**src/rtl/fbscan_pkg.sv**
```systemverilog
package fbscan_pkg;
   localparam int unsigned DEF_BANK_W = 9;
   localparam int unsigned DEF_BASE_W = 21;
   localparam int unsigned DEF_PAGE_W = 10;
   localparam int unsigned DEF_SKIP_W = 11;

   typedef enum logic [1:0] {
      SCAN_IDLE = 2'd0,
      SCAN_RUN  = 2'd1,
      SCAN_DONE = 2'd2
   } scan_state_e;
endpackage

```
**src/rtl/fbscan_line_ctr.sv**
```systemverilog
module fbscan_line_ctr #(
   parameter int unsigned PAGE_W = 10
) (
   input  logic              clk,
   input  logic              rst_n,
   input  logic              clr,
   input  logic              open_req,
   input  logic              step,
   input  logic              kill,
   input  logic [PAGE_W-1:0] page_w,
   output logic              active,
   output logic              last
);
   logic [PAGE_W-1:0] cnt_q;

   initial assert (PAGE_W >= 1) else $error("PAGE_W must be at least 1");

   assign last = (PAGE_W'(cnt_q + 1'b1) == page_w);

   always_ff @(posedge clk or negedge rst_n) begin
      if (!rst_n) begin
         active <= 1'b0;
         cnt_q  <= '0;
      end else if (clr) begin
         active <= 1'b0;
         cnt_q  <= '0;
      end else if (step) begin
         if (last || kill) begin
            active <= 1'b0;
            cnt_q  <= '0;
         end else begin
            cnt_q  <= PAGE_W'(cnt_q + 1'b1);
         end
      end else if (open_req && !active) begin
         active <= 1'b1;
         cnt_q  <= '0;
      end
   end

   // a line opens only after a line request
   a_r5_open_needs_req : assert property (@(posedge clk) disable iff (!rst_n)
      $rose(active) |-> $past(open_req));
   // counting happens only inside an open line
   a_r5_step_in_line : assert property (@(posedge clk) disable iff (!rst_n)
      step |-> active);
endmodule

```
**src/rtl/fbscan_addr_step.sv**
```systemverilog
module fbscan_addr_step #(
   parameter int unsigned BASE_W  = 21,
   parameter int unsigned PAGE_W  = 10,
   parameter int unsigned SKIP_W  = 11,
   parameter bit          SKIP_EN = 1'b1
) (
   input  logic              clk,
   input  logic              rst_n,
   input  logic              load,
   input  logic [BASE_W-1:0] load_base,
   input  logic              step,
   input  logic              line_end,
   input  logic [PAGE_W-1:0] page_w,
   input  logic [SKIP_W-1:0] skip,
   output logic [BASE_W-1:0] cur
);
   logic [BASE_W-1:0] line_base_q;
   logic [BASE_W-1:0] stride;
   logic [BASE_W-1:0] next_line;

   initial assert (BASE_W >= PAGE_W && BASE_W >= SKIP_W)
      else $error("BASE_W must cover PAGE_W and SKIP_W");

   generate
      if (SKIP_EN) begin : g_skip
         assign stride = BASE_W'(page_w) + BASE_W'(skip);
      end else begin : g_noskip
         logic unused_skip;
         assign unused_skip = ^skip;
         assign stride = BASE_W'(page_w);
      end
   endgenerate

   assign next_line = BASE_W'(line_base_q + stride);

   always_ff @(posedge clk or negedge rst_n) begin
      if (!rst_n) begin
         cur         <= '0;
         line_base_q <= '0;
      end else if (load) begin
         cur         <= load_base;
         line_base_q <= load_base;
      end else if (step) begin
         if (line_end) begin
            cur         <= next_line;
            line_base_q <= next_line;
         end else begin
            cur <= BASE_W'(cur + 1'b1);
         end
      end
   end

   // an in-line accepted read moves the base by one
   a_r4_step_plus_one : assert property (@(posedge clk) disable iff (!rst_n)
      (step && !line_end && !load) |=> (cur == BASE_W'($past(cur) + 1'b1)));
   // with no step and no load the base holds
   a_r4_hold : assert property (@(posedge clk) disable iff (!rst_n)
      (!step && !load) |=> $stable(cur));
endmodule

```
**src/rtl/fbscan_end_det.sv**
```systemverilog
module fbscan_end_det #(
   parameter int unsigned BASE_W = 21
) (
   input  logic              clk,
   input  logic              rst_n,
   input  logic              clr,
   input  logic              step,
   input  logic [BASE_W-1:0] cur,
   input  logic [BASE_W-1:0] end_base,
   output logic              hit,
   output logic              eof
);
   assign hit = step && (BASE_W'(cur + 1'b1) == end_base);

   always_ff @(posedge clk or negedge rst_n) begin
      if (!rst_n)      eof <= 1'b0;
      else if (clr)    eof <= 1'b0;
      else if (hit)    eof <= 1'b1;
   end

   // end of frame holds until the next frame start
   a_r7_eof_sticky : assert property (@(posedge clk) disable iff (!rst_n)
      (eof && !clr) |=> eof);
   // frame start always clears end of frame
   a_r2_clr_eof : assert property (@(posedge clk) disable iff (!rst_n)
      clr |=> !eof);
endmodule

```
**src/rtl/fb_scan_addr_gen.sv**
```systemverilog
module fb_scan_addr_gen
   import fbscan_pkg::*;
#(
   parameter int unsigned BANK_W  = DEF_BANK_W,
   parameter int unsigned BASE_W  = DEF_BASE_W,
   parameter int unsigned PAGE_W  = DEF_PAGE_W,
   parameter int unsigned SKIP_W  = DEF_SKIP_W,
   parameter bit          SKIP_EN = 1'b1,
   localparam int unsigned ADDR_W = BANK_W + BASE_W
) (
   input  logic              clk,
   input  logic              rst_n,
   input  logic [BANK_W-1:0] cfg_bank,
   input  logic [BASE_W-1:0] cfg_start_base,
   input  logic [BASE_W-1:0] cfg_end_base,
   input  logic [PAGE_W-1:0] cfg_page_width,
   input  logic [SKIP_W-1:0] cfg_skip,
   input  logic              frame_start,
   input  logic              line_start,
   input  logic              fetch_rdy,
   output logic              rd_valid,
   output logic [ADDR_W-1:0] rd_addr,
   output logic              eof
);
   scan_state_e       state_q;
   logic [BANK_W-1:0] bank_q;
   logic [BASE_W-1:0] end_q;
   logic [PAGE_W-1:0] pw_q;
   logic [SKIP_W-1:0] skip_q;
   logic              line_active;
   logic              line_last;
   logic              end_hit;
   logic              open_req;
   logic              step;
   logic [BASE_W-1:0] cur;

   initial assert (BANK_W >= 1 && BASE_W >= 2) else $error("bad address split");

   always_ff @(posedge clk or negedge rst_n) begin
      if (!rst_n) begin
         state_q <= SCAN_IDLE;
         bank_q  <= '0;
         end_q   <= '0;
         pw_q    <= '0;
         skip_q  <= '0;
      end else if (frame_start) begin
         state_q <= SCAN_RUN;
         bank_q  <= cfg_bank;
         end_q   <= cfg_end_base;
         pw_q    <= cfg_page_width;
         skip_q  <= cfg_skip;
      end else if (end_hit) begin
         state_q <= SCAN_DONE;
      end
   end

   assign open_req = line_start && !frame_start && (state_q == SCAN_RUN)
                     && !eof && (pw_q != '0);
   assign rd_valid = line_active && fetch_rdy && !eof;
   assign step     = rd_valid && !frame_start;
   assign rd_addr  = {bank_q, cur};

   fbscan_line_ctr #(.PAGE_W(PAGE_W)) u_line (
      .clk      (clk),
      .rst_n    (rst_n),
      .clr      (frame_start),
      .open_req (open_req),
      .step     (step),
      .kill     (end_hit),
      .page_w   (pw_q),
      .active   (line_active),
      .last     (line_last)
   );

   fbscan_addr_step #(
      .BASE_W  (BASE_W),
      .PAGE_W  (PAGE_W),
      .SKIP_W  (SKIP_W),
      .SKIP_EN (SKIP_EN)
   ) u_step (
      .clk       (clk),
      .rst_n     (rst_n),
      .load      (frame_start),
      .load_base (cfg_start_base),
      .step      (step),
      .line_end  (line_last),
      .page_w    (pw_q),
      .skip      (skip_q),
      .cur       (cur)
   );

   fbscan_end_det #(.BASE_W(BASE_W)) u_end (
      .clk      (clk),
      .rst_n    (rst_n),
      .clr      (frame_start),
      .step     (step),
      .cur      (cur),
      .end_base (end_q),
      .hit      (end_hit),
      .eof      (eof)
   );

   // no read is offered without fetch-ready
   a_r3_valid_needs_rdy : assert property (@(posedge clk) disable iff (!rst_n)
      rd_valid |-> fetch_rdy);
   // no read is offered once the frame has ended
   a_r7_no_read_after_eof : assert property (@(posedge clk) disable iff (!rst_n)
      eof |-> !rd_valid);
   // the bank holds between frame starts
   a_r9_bank_stable : assert property (@(posedge clk) disable iff (!rst_n)
      !frame_start |=> $stable(bank_q));
   // a zero page width never opens a line
   a_r10_zero_width : assert property (@(posedge clk) disable iff (!rst_n)
      (pw_q == '0 && !frame_start) |=> !line_active);
endmodule

```
**config.mk**
```make
export PLATFORM = sky130hd
export DESIGN_NAME = fb_scan_addr_gen
export DESIGN_NICKNAME = d
export VERILOG_FILES = /design/src/rtl/fbscan_pkg.sv /design/src/rtl/fbscan_line_ctr.sv /design/src/rtl/fbscan_addr_step.sv /design/src/rtl/fbscan_end_det.sv /design/src/rtl/fb_scan_addr_gen.sv
export SDC_FILE = /design/constraint.sdc
export NUM_CORES = 1
export LEC_CHECK = 0
export BUFFER_PORTS_ARGS = -buffer_cell sky130_fd_sc_hd__buf_4
export CORE_AREA = 5 5 124 126
export DETAILED_ROUTE_END_ITERATION = 10
export DIE_AREA = 0 0 129 131
export GPL_TIMING_DRIVEN = 0
export PLACE_DENSITY = 0.84
export SLEW_MARGIN = 20
export SYNTH_ARGS = -nofsm -noshare
export SYNTH_HDL_FRONTEND = slang
export SYNTH_HIERARCHICAL = 1
export SYNTH_SLANG_ARGS = --single-unit
```
**constraint.sdc**
```tcl
create_clock -name clk -period 5.6 [get_ports clk]
set_input_delay 0.56 -clock clk [delete_from_list [all_inputs] [get_ports clk]]
set_output_delay 0.56 -clock clk [all_outputs]
set_load 0.02 [all_outputs]
```
==> Word level (Yosys, flattened, before mapping) <==
Index checks and enable logic that the tools add are counted.
Widths: inputs -> output; s select.
{ "word_totals": {"input_bits": 77, "latchBits": 0, "reg_bits": 107, "out_inout_bits": 32, "ram_bits": 0, "word_cells": 56, "romBits": 0, "mem_count": 0} }
{ "classes": {"eq_ne": 4, "multipliers": 0, "reduce_logical": 20, "order_cmp": 0, "add_sub_neg": 4, "n_mux": 18, "div_mod_pow": 0, "shifts": 0, "n_bitwise": 0} }
{ "op_table": {"columns": ["operator", "count"], "rows": [
  ["$mux 21", 6],
  ["$mux 10", 4],
  ["$add 21x1->21 const B", 1],
  ["$add 21x21->21", 1],
  ["$eq 21x21->1", 1],
  ["$add 10x11->12", 1],
  ["$add 10x1->10 const B", 1],
  ["$eq 10x10->1", 1],
  ["$reduce_bool 10->1", 1],
  ["$logic_and 1x1->1", 9],
  ["$mux 1", 6],
  ["$reduce_bool 2->1", 3],
  ["$mux 2", 2],
  ["$reduce_and 2->1", 2],
  ["$logic_not 1->1", 3],
  ["$ne 3x3->1 const B", 1],
  ["$reduce_bool 3->1", 1],
  ["$eq 2x1->1 const B", 1],
  ["$logic_or 1x1->1", 1]
]} }

==> Logic depth before layout (Yosys ltp) <==
{ "depth": {"depth_word": 9, "depth_mapped": 15, "depth_no_buf": 13} }

==> Cells and area by module <==
Netlist, hierarchy kept.
{ "modules_own_cells": {"columns": ["module", "instances", "seq_area_each_um2", "cells_each", "area_per_inst_um2"], "rows": [
  ["fbscan_addr_step", 1, 1051.0, 399, 3424.5],
  ["fb_scan_addr_gen", 1, 1326.3, 123, 2255.9],
  ["fbscan_line_ctr", 1, 275.3, 111, 962.2],
  ["fbscan_end_det", 1, 25.0, 120, 899.6]
]} }

==> Least setup slack after synthesis <==
OpenSTA, ideal clock, no wires.
{ "synth_timing": {"kind": "register to register", "start": "reg u_line.cnt_q[0]", "end": "reg u_step.cur[4]", "setup_ps": 136, "period_less_slack_ps": 3265, "n_path_buf": 3, "t_required_ps": 5464, "setup_slack_ps": 2335, "arrival_time_ps": 3129, "path_stages_with_launch": 13, "cell_sequence": "dfrtp_1 ha_1 buf_2 nand3_1 nor2_1 o311a_1 or3b_2 nor4_1 clkbuf_1 buf_1 nor2_1 a2111oi_0 nor3_1"} }
{ "synth_via": {"elab_chain_len": 5} }
{ "synth_lines": {"columns": ["item", "line", "source"], "rows": [
  ["start, declared", "fbscan_line_ctr.sv:14", "logic [PAGE_W-1:0] cnt_q;"],
  ["start signal, assigned", "fbscan_line_ctr.sv:32", "cnt_q <= PAGE_W'(cnt_q + 1'b1);"],
  ["$add 10x1->10", "fbscan_line_ctr.sv:18", "assign last = (PAGE_W'(cnt_q + 1'b1) == page_w);"],
  ["$eq 10x10->1", "fbscan_line_ctr.sv:18", null],
  ["via line_last", "fb_scan_addr_gen.sv:31", "logic line_last;"],
  ["$mux 21", "fbscan_addr_step.sv:44", "if (line_end) begin"],
  ["$mux 21", "fbscan_addr_step.sv:43", "end else if (step) begin"],
  ["$mux 21", "fbscan_addr_step.sv:40", "end else if (load) begin"],
  ["end signal, assigned", "fbscan_addr_step.sv:41", "cur <= load_base;"],
  ["end signal, assigned", "fbscan_addr_step.sv:45", "cur <= next_line;"],
  ["end signal, assigned", "fbscan_addr_step.sv:48", "cur <= BASE_W'(cur + 1'b1);"],
  ["end, declared", "fbscan_addr_step.sv:15", "output logic [BASE_W-1:0] cur"]
]} }
The timed path passes the listed nets, and every way through them passes these cells. The select of a mux whose other input is x is not followed.
A chain may end at the register's enable or synchronous reset.

==> Final worst setup path <==
Ends and elaborated chain as after synthesis.

==> impl_results.md <==
* Switching power at 819 uW
* Pwr dens at roughly 270 nW/um^2
* Tot Pwr at approximately 2500 uW
* CP Capture Type: register
* Synth top area share at 35.5%
* Syn. warnings at 6
* Postcts setup bufs at 0
* Worst reg-to-reg setup slack at roughly 1.6 ns
* Main synth FF type: dfrtp_1
* Top Ports at between 100 and 150
* Unrepaired setup endpoints after global routing: false
* Comb pwr share at between 30% and 40%
* CTS tree: built
* R2r worst-path depth at 12
* F_max at 250 MHz
* Routed WL per cell at a little under 20 um
* Number of distinct library cells after synthesis at 90
* Min Tclk post-route at about 4 ns
* Hold Crit Class: primary input to asynchronous set/reset pin
* Row count at 44
* Via count of the routed design at between 6,000 and 7,000
* Iter 0 DRT Violations at roughly 640
* Initial Util at a little over half
* Cell-internal power at about 1600 uW
* Die area at around 17,000 um^2
* Initial antenna violation count at 0
* Clock Power Share at ~30%
* Net Sw Frac at 33.2%
* # Max-Cap Violations at 0
* Layout cells sized above 1 at 25.6%
* Worst Path Arrival at about 4.2 ns
* DRT Pass-1 Iters at 8
* Synth area leader: dfrtp_1
* Routed Antenna Nets at 0
* Compound-Gate Fraction of Synth Area at between 10% and 20%
* Number of clock sinks at approximately 110
* Post-synthesis simple-gate area fraction at roughly 18%
* Resized Gates After CTS at 0
* Htree depth at 3
* Hold Slack at ~0.056 ns
* Final period util at 71.6%
* Skew final at 0.00652 ns
* Final wirelength at 20,600 um
* Global-route usage over all layers at 24.5%
* Mapped cell area at ~7500 um^2
* Die Ht at roughly 130 um
* Largest net degree at the start of global routing at about 110
* Final hold vios at 0
* R2r endpoint: u_step/cur[4]$_DFFE_PN0P_
* Largest family of logic cells by synthesized area: simple AND/OR/NAND/NOR gates
* Fin util at 63.2%
* Synthesis-to-layout area growth at 18.9%
* Syn Inst Count at between 700 and 800
* Drt via density at around 6.2
* DRC at 0
* Max-slew headroom at a little under half
* Post-route design area at approximately 9000 um^2
* Maximum vdd ir drop at between 0.15 and 0.2 mV
* Register area share after synthesis at 35.5%
* First-pass GRT wire length at 32,700 um
* Crit path launch type: register
* Total CTS buffers at 9
* CP Max Fanout at 10
* Syn nets at approximately 860
* Clock buffer depth at 2
* Fin Setup TNS at 0 ns
* Status: complete, no violations
* Commonest non-fill, non-tap cell in the layout: buf_4
* Placed instance area at 8590 um^2
* Largest cells by area after synthesis: dfrtp_1 36%, mux2_4 9.6%, xnor2_1 5.1%
* Antenna cells at 0
* Slew at the pin with the worst max-slew slack at slightly below 0.8 ns
* Die width at around 130 um
* WP data required at between 5 and 6 ns
* Xor and xnor area share after synthesis at about 7.6%
* Core region area at 14,200 um^2
* Grt ovf at 0
* Most frequent cells in the layout: 108 x buf_4, 107 x dfrtp_1, 53 x nor2_1
* Leakage Power at between 0.003 and 0.004 uW
* EDFF count, synth at 0
* Clock Latency Late Sink at 0.36 ns
* Synth Register Bits at roughly 110
* Reg-to-Reg Start: u_line/cnt_q[0]$_DFFE_PN0P_
* GP Congestion at 0.900
* Dpl hpwl at 15,100 um
* FFs w/ async S/R, synth at 100%
* Nets at just under 1,000
* Share of power burned in registers at 38.4%
* Fin. max-slew vios at 0
* WS Path Type: register to register
* Root buffer cell: clkbuf_16
* Multiplexer share of the synthesized area at about an eighth
* Setup-failing EPs final at 0
* Synth Area in Adders at 5.41%
* Hold_buf cts at 0
* Vias in the first global route at roughly 6,400
* Worst-path clk slew at about 0.070 ns
* Mean Syn Cell Area at 10.0 um^2
* PortBufs at between 100 and 150
* Fillers at about 1,200
## power by group through the flow
stage	sequential (uW)	combinational (uW)	clock (uW)
6_report	947	768	751
5_1_grt	958	837	800
4_1_cts	944	755	765
3_5_place_dp	958	750	0
3_3_place_gp	956	730	0
2_1_floorplan	953	510	0
## flip-flops by register name, indices dropped and copies added (netlist names)
register,cells
state_q,2
skip_q,11
u_line/active,1
u_step/cur,21
pw_q,10
u_step/line_base_q,21
bank_q,9
u_line/cnt_q,10
u_end/eof,1
end_q,21
## worst max-delay path, cell delays in order, from the launching register on
cell and delay [ns]:
dfrtp_1 0.47, ha_1 0.18, buf_2 0.17, nand3_1 0.25, nor2_1 0.21, o311a_1 0.19
or3b_2 0.44, nor4_1 0.53, clkbuf_1 0.39, buf_1 0.41, nor2_1 0.09, a2111oi_0 0.42
nor3_1 0.10
## kinds of logic after synthesis
group / after synthesis
AND/OR/NAND/NOR: 243
AO/OA/AOI/OAI: 187
flip-flops: 107
buffers and inverters: 61
multiplexers: 65
adder cells (fa/ha/maj): 26
XOR/XNOR: 64
## area by class of cell
type | count | area, um^2 | area share [%]
flip-flops and latches | 107 | 2680 | 29.9
multi-input cells | 585 | 4520 | 50.4
well taps | 184 | 230 | 2.57
repair buffers | 109 | 842 | 9.39
clock buffers | 11 | 243 | 2.71
inverters | 28 | 105 | 1.17
plain buffers | 33 | 240 | 2.68
clock inverters | 5 | 108 | 1.20
## routing by layer
metal | part of all wire (%) | GRT usage, % | up-vias
met5 | 0 | 0 | -
met4 | 3.2 | 10.3 | 0
met3 | 7.3 | 4.23 | 53
met2 | 47 | 39.0 | 308
met1 | 43 | 33.1 | 3157
li1 | - | - | 3033
## worst max-delay path by stage
stage / start / endpoint / slack [ns] / depth (start not counted)
4_1_cts: u_line/cnt_q[0]$_DFFE_PN0P_ / u_step/cur[4]$_DFFE_PN0P_ / 1.62 / 12
6_report: u_line/cnt_q[0]$_DFFE_PN0P_ / u_step/cur[4]$_DFFE_PN0P_ / 1.59 / 12
3_5_place_dp: u_line/cnt_q[0]$_DFFE_PN0P_ / u_step/cur[4]$_DFFE_PN0P_ / 1.64 / 12
3_3_place_gp: u_line/cnt_q[0]$_DFFE_PN0P_ / u_step/cur[4]$_DFFE_PN0P_ / 1.74 / 12
2_1_floorplan: u_line/cnt_q[0]$_DFFE_PN0P_ / u_step/cur[4]$_DFFE_PN0P_ / 2.34 / 12
5_1_grt: u_line/cnt_q[0]$_DFFE_PN0P_ / u_step/cur[4]$_DFFE_PN0P_ / 1.18 / 12
## through the flow
stage	setup slack, ns	std cells
final	1.59	1062
after global routing	1.18	1062
after CTS	1.62	1061
after detailed placement	1.64	1045
after global placement	1.74	1045
after floorplan	2.34	753
## Yosys cell counts, drive strengths merged (17+ instances only)
| master | n |
|---|---|
| nand4 | 24 |
| nor3 | 21 |
| o21ai | 40 |
| a21oi | 45 |
| xor2 | 19 |
| inv | 28 |
| buf | 17 |
| nor2 | 54 |
| dfrtp | 107 |
| nand2 | 48 |
| xnor2 | 44 |
| mux2 | 58 |
| nand3 | 26 |
Note: power is estimated with default switching activity, not from simulation.
